--- config.mk ---
export PLATFORM = sky130hd
export DESIGN_NAME = dbg_match_qualifier
export DESIGN_NICKNAME = d
export VERILOG_FILES = /design/src/rtl/dbg_match_qualifier.sv
export SDC_FILE = /design/constraint.sdc
export NUM_CORES = 1
export LEC_CHECK = 0
export BUFFER_PORTS_ARGS = -buffer_cell sky130_fd_sc_hd__buf_2
export CORE_AREA = 10 10 662 664
export DETAILED_ROUTE_END_ITERATION = 10
export DIE_AREA = 0 0 672 674
export HOLD_SLACK_MARGIN = 0.08
export REMOVE_ABC_BUFFERS = 1
export SETUP_SLACK_MARGIN = 0.05
export SKIP_CTS_REPAIR_TIMING = 1
export SLEW_MARGIN = 0
export SYNTH_ARGS = -nofsm -noshare
export SYNTH_HDL_FRONTEND = slang
export SYNTH_SLANG_ARGS = --single-unit
export TNS_END_PERCENT = 20
--- constraint.sdc ---
create_clock -name clk -period 0.8 [get_ports clk]
set_clock_uncertainty 0.05 [all_clocks]
set_input_delay 0.04 -clock clk [delete_from_list [all_inputs] [get_ports clk]]
set_output_delay 0.04 -clock clk [all_outputs]
set_load 0.05 [all_outputs]
--- src/rtl/dbg_match_qualifier.sv ---
module dbg_match_qualifier #(
  parameter int NSLOT   = 4,
  parameter int BRK_CNT = 5,
  parameter int CTX_CNT = 2
) (
  input  logic               clk,
  input  logic               rst_n,
  input  logic [NSLOT-1:0]   slot_hit,
  input  logic               is_watch,
  input  logic [32*NSLOT-1:0] slot_ctrl,
  input  logic [1:0]         cur_el,
  input  logic               secure,
  input  logic               unpriv_acc,
  input  logic [31:0]        dbg_status,
  input  logic               dbg_masked,
  input  logic [511:0]       link_ctrl,
  input  logic [1023:0]      link_value,
  input  logic [31:0]        ctx_id,
  output logic               match_q
);
  localparam int NLINK = 16;
  localparam int CW    = 32;
  localparam int VW    = 64;
  localparam int LO_LNK = BRK_CNT - CTX_CNT;

  logic [NLINK-1:0] link_pass;
  logic [NSLOT-1:0] qual;
  logic [1:0]       eff_el;
  logic             ctx_el_ok;
  logic             global_on;

  assign eff_el    = (is_watch && unpriv_acc) ? 2'd0 : cur_el;
  assign ctx_el_ok = (cur_el <= 2'd1);
  assign global_on = dbg_status[15] && !dbg_masked;

  for (genvar k = 0; k < NLINK; k++) begin : g_link
    localparam bit IN_RANGE = (k <= BRK_CNT) && (k >= LO_LNK);
    logic [CW-1:0] lc;
    assign lc = link_ctrl[k*CW +: CW];
    assign link_pass[k] = IN_RANGE && lc[0] && (lc[23:20] == 4'd3) &&
                          ctx_el_ok && (ctx_id == link_value[k*VW +: 32]);
  end

  for (genvar i = 0; i < NSLOT; i++) begin : g_slot
    logic [CW-1:0] cw;
    logic          sec_ok, priv_ok, lnk_ok;
    assign cw = slot_ctrl[i*CW +: CW];

    always_comb begin
      case (cw[15:14])
        2'd0:    sec_ok = 1'b1;
        2'd2:    sec_ok = secure;
        default: sec_ok = !secure;
      endcase
      case (eff_el)
        2'd0:    priv_ok = cw[2];
        2'd1:    priv_ok = cw[1];
        default: priv_ok = cw[13];
      endcase
    end

    assign lnk_ok  = !cw[20] || link_pass[cw[19:16]];
    assign qual[i] = slot_hit[i] && sec_ok && priv_ok && lnk_ok;


    secure_block_chk: assert property (@(posedge clk) disable iff (!rst_n)
      (slot_hit == NSLOT'(1) << i) && secure && cw[14] |=> !match_q);

    nonsecure_block_chk: assert property (@(posedge clk) disable iff (!rst_n)
      (slot_hit == NSLOT'(1) << i) && !secure && cw[15:14] == 2'd2 |=> !match_q);

    hyp_bit_chk: assert property (@(posedge clk) disable iff (!rst_n)
      (slot_hit == NSLOT'(1) << i) && cur_el >= 2'd2 && !(is_watch && unpriv_acc)
      && !cw[13] |=> !match_q);

    ctx_level_chk: assert property (@(posedge clk) disable iff (!rst_n)
      (slot_hit == NSLOT'(1) << i) && cw[20] && cur_el > 2'd1 |=> !match_q);
  end

  always_ff @(posedge clk or negedge rst_n) begin
    if (!rst_n) match_q <= 1'b0;
    else        match_q <= global_on && (|qual);
  end


  global_gate_chk: assert property (@(posedge clk) disable iff (!rst_n)
    (!dbg_status[15] || dbg_masked) |=> !match_q);

  no_hit_chk: assert property (@(posedge clk) disable iff (!rst_n)
    (slot_hit == '0) |=> !match_q);
endmodule

---- Word level (Yosys, flattened, before mapping) ----
Cells that the tools add are included.
storage, ports and cells
  register bits after elaboration ......... 1
  latch bits .............................. 0
  memory bits (writable) .................. 0
  ROM bits ................................ 0
  input bits .............................. 1740
  output and inout bits ................... 1
  word-level logic and storage cells ...... 74
  memories kept ........................... 0
cells by class
  $add $sub $neg .......................... 0
  $mul .................................... 0
  div/mod/pow operators ................... 0
  order comparisons ....................... 5
  equal/unequal tests ..................... 11
  shift-type cells ........................ 0
  mux-type cells .......................... 17
  bitwise gates (word level) .............. 0
  reduce and logical (&&, ||, !) cells .... 40
operators with widths
  operator            number
  $eq 32x32->1        3
  $logic_and 1x1->1   24
  $lt 4x5->1 const B  4
  $bmux 1 s4          4
  $pmux 1 s2          8
  $eq 4x2->1 const B  3
  $logic_not 2->1     5
  $eq 2x2->1 const B  4
  $logic_not 1->1     6
  $logic_or 1x1->1    4
  $mux 1              4
  $reduce_or 4->1     1
  $eq 2x1->1 const B  1
  $le 2x1->1 const B  1
  $mux 2              1

---- Longest topological paths before layout ----
  depth in word-level cells ............... 10
  mapped depth ............................ 7
  depth with buffers taken out ............ 7

---- Least setup slack after synthesis ----
Ideal clock, no wire load.
  kind .................................... in2reg
  start point ............................. input cur_el[1]
  end point ............................... register match_q
  setup time .............................. 0.071 ns
  arrival ................................. 1.330 ns
  data required time ...................... 0.679 ns
  setup slack ............................. -0.651 ns
  stages on the path ...................... 7
  buffers on the path ..................... 0
  cells stage by stage .................... a21bo_2 -> o22ai_1 -> a211o_1 -> or4_1 -> a21oi_1 -> o21ai_1 -> nand4_1
between the ends
  word-level cells in the longest chain between the ends .. 9
  elaborated cells on any way between the ends .. 36
  those cells by class .................... order compare (1); eq/ne (1); mux (13); reduce/logical (21)
ends and longest elaborated chain
  element                       line  source
  from (decl)                   11    input logic [1:0] cur_el,
  $le 2x1->1                    33    assign ctx_el_ok = (cur_el <= 2'd1);
  $logic_and 1x1->1             40    assign link_pass[k] = IN_RANGE && lc[0] && (lc[23:20] == 4'd3) &&
  $logic_and 1x1->1             41    ctx_el_ok && (ctx_id == link_value[k*VW +: 32]);
  $bmux 1 s4                    62    assign lnk_ok = !cw[20] || link_pass[cw[19:16]];
  $mux 1 (implied by the code)  62
  $logic_or 1x1->1              62
  $logic_and 1x1->1             63    assign qual[i] = slot_hit[i] && sec_ok && priv_ok && lnk_ok;
  $reduce_or 4->1 *             82    else match_q <= global_on && (|qual);
  $logic_and 1x1->1 *           82
  to (signal assigned)          82
  to (decl)                     19    output logic match_q
Every way passes the cells marked *; elsewhere a longest branch is shown, timed or not. The select of a mux whose other input is x is not followed.

---- Worst setup path in the final report ----
  start point ............................. input ctx_id[14]
  end point ............................... register match_q
between the ends
  word-level cells in the longest chain between the ends .. 8
  elaborated cells on any way between the ends .. 24
  those cells by class .................... eq/ne (3); mux (8); reduce/logical (13)
ends and longest elaborated chain
  element                       line  source
  from (decl)                   18    input logic [31:0] ctx_id,
  $eq 32x32->1                  41
  $logic_and 1x1->1             41
  $bmux 1 s4                    62
  $mux 1 (implied by the code)  62
  $logic_or 1x1->1              62
  $logic_and 1x1->1             63
  $reduce_or 4->1 *             82
  $logic_and 1x1->1 *           82
Marked as above.

==> results.sh <==
export IMPL_synth_simple_gate_area_frac=0.321
export IMPL_nets=2234
export IMPL_post_route_util=0.0255
export IMPL_grt_util_met3=0.00846
export IMPL_placed_cell_area_um2=10600
export IMPL_top_regs="match_q (1)"
export IMPL_synthAdderAreaFrac=0
export IMPL_leakage_uw=0.00181
export IMPL_critPathMaxFanout=3
export IMPL_ys_flop_type="dfrtp_1"
export IMPL_setup_viol=1
export IMPL_max_cap_violations=0
export IMPL_grt_overflow_total=0
export IMPL_criticalPathCategory="in2reg"
export IMPL_synth_top_area_share=0.487
export IMPL_start_util=0.00363
export IMPL_drt_iter0_drc=95
export IMPL_hold_violations=0
export IMPL_hold_slack_ns=0.320
export IMPL_num_vias=3018
export IMPL_yosysTopAreaCell="xnor2_1"
export IMPL_grt_usage=0.0201
export IMPL_grt_max_degree=7
export IMPL_worstSetupStartpointType="input port"
export IMPL_yosysUniqueCellTypes=39
export IMPL_drt_pass1_iterations=4
export IMPL_largest_register_ffs=1
export IMPL_worstPathArrival_ns=1.81
export IMPL_max_slew_margin=0.708
export IMPL_final_cell_area_um2=10900
export IMPL_wirelength_mm=48.1
export IMPL_wire_per_inst_um=7.77
export IMPL_io_pins=1741
export IMPL_min_path_type="in2async"
export IMPL_portBuffers=196
export IMPL_die_h_um=674
export IMPL_clkTransAtPathRegs_ns=0
export IMPL_peakVddDrop_uv=221
export IMPL_synth_warnings=0
export IMPL_grt_busiest_layer="met2"
export IMPL_die_w_um=672
export IMPL_synth_xor_area_share=0.515
export IMPL_synth_top_family_by_area="XOR/XNOR gates"
export IMPL_synth_avg_cell_area_um2=7.47
export IMPL_place_hpwl_mm=47.3
export IMPL_top_register="match_q"
export IMPL_grt_antenna_before_repair=60
export IMPL_slew_viol_final=0
export IMPL_synthTopCellsByArea="xnor2_1 49%, nand4_1 10%, xor2_1 2.8%, nor3_1 2.6%, o22ai_1 2.4%"
export IMPL_grt_util_met1=0.0225
export IMPL_rows=240
export IMPL_rsz0062_at_grt="yes"
export IMPL_gp_congestion=0.653
export IMPL_place_inst=6180
export IMPL_required_ns=0.67
export IMPL_final_cells=6189
export IMPL_ys_seq_area_frac=0.0162
export IMPL_core_area_um2=426000
export IMPL_synthToLayoutAreaGrowth_pct=602
export IMPL_synthArstFlopShare=1.00
export IMPL_grt_pass1_wl_mm=53.8
export IMPL_drc_errors=0
export IMPL_synth_edf_count=0
export IMPL_violations="negative setup slack"
export IMPL_layout_drive_gt1_share=0.642
export IMPL_outcome="complete, but fails checks"
export IMPL_synth_compound_area_frac=0.126
export IMPL_viasPerCell=0.488
export IMPL_cp_end_kind="flip-flop"
export IMPL_powerDensity_nw_per_um2=237
export IMPL_grt_use_met2=0.0366
export IMPL_synth_seq_cells=1
export IMPL_crit_end="match_q"
export IMPL_tightest_slew_ns=0.435
export IMPL_synth_area_um2=1550
export IMPL_synthMuxAreaShare=0.00647
export IMPL_power_total_uw=2570
export IMPL_setup_worst_path_start="ctx_id[14]"
export IMPL_period_minus_slack_ns=1.95
export IMPL_maxClockFrequency_ghz=0.514
export IMPL_final_antenna_net_count=0
export IMPL_fp_dieArea_um2=453000
export IMPL_grt_pass1_vias=3214
export IMPL_layout_setup_ws_ns=-1.15
export IMPL_synthCells=207
export IMPL_fin_crit_sh=2.43
[stage by stage]
stage | TNS (ns) | worst slack [ns]
3_3_place_gp | -2.01 | -2.01
6_report | -1.15 | -1.15
3_5_place_dp | -2.04 | -2.04
4_1_cts | -2.06 | -2.06
2_1_floorplan | -0.651 | -0.651
5_1_grt | -1.24 | -1.24
[layer usage]
metal  vias to the layer above  part of all wire
met5                         -            0.0032
met2                       212              0.51
met4                        24            0.0094
met1                      1336              0.39
li1                       1358                 -
met3                        88             0.084
[worst min path at each step]
stage / from / endpoint / slack, ns / cells past startpoint
after floorplan: rst_n / match_q / -0.31 / 0
after global placement: rst_n / match_q / -0.22 / 1
after detailed placement: rst_n / match_q / -0.23 / 1
after CTS: rst_n / match_q / -0.23 / 1
after global routing: rst_n / match_q / 0.34 / 2
final: rst_n / match_q / 0.32 / 2
[cells in the mapped netlist (3+ instances only)]
cell type and number:
a21oi_1 3, inv_1 4, nand2_1 8, nand2b_1 3
nand3_1 7, nand4_1 25, nor2_1 6, nor3_1 8
nor3b_1 3, nor4_1 5, nor4b_1 4, o21ai_0 3
o22ai_1 6, xnor2_1 86, xor2_1 5
[cells by family (layout without fill, tap and decap cells)]
| group | count (synthesis) | count (layout) |
|---|---|---|
| AO/OA/AOI/OAI | 27 | 27 |
| buffers and inverters | 6 | 291 |
| flip-flops | 1 | 1 |
| AND/OR/NAND/NOR | 81 | 81 |
| multiplexers | 1 | 1 |
| other | 0 | 10 |
| XOR/XNOR | 91 | 91 |
[layout make-up]
class                      instances  area, µm²
antenna                           10       25.0
fill                           50894     415000
inverter                           6       22.5
multi-input combinational        200       1760
sequential                         1       25.0
tap                             5687       7120
timing repair buffer             285       1910
[cells in the final DEF (no fill, tap or decap), types with 2 or more instances in the layout]
cell type  instances
nand3_1            5
or4bb_1            2
clkinv_1           2
nor2_1             6
nor3_1             5
nand2b_1           3
buf_2            185
nor4_4             4
inv_1              4
or3b_1             2
nand2_1            8
a21oi_1            2
nand3_4            2
buf_12            16
nor3b_1            3
o22ai_1            6
diode_2           10
xnor2_1           72
clkbuf_4           3
buf_6              4
a2bb2oi_1          2
a211oi_1           2
nand3b_1           2
nor4b_1            3
nand4_1           25
xor2_1             4
nor3_2             2
o21ai_1            2
buf_4             74
buf_8              2
xnor2_2           14
[report_power, final]
part | internal [µW] | switching [µW] | total, µW
sequential | 54.5 | 0.962 | 55.5
combinational | 1220 | 1290 | 2510
clock | 0.00207 | 0 | 0.00207
[worst max-delay path, stage by stage]
cell,delay (ns)
clkbuf_4,0.27
xnor2_1,0.16
nand4_1,0.15
nor4_4,0.43
buf_6,0.22
nand3_4,0.11
o21ai_2,0.14
a22oi_1,0.09
nand4_1,0.14
Power figures use the tool's default switching activity.
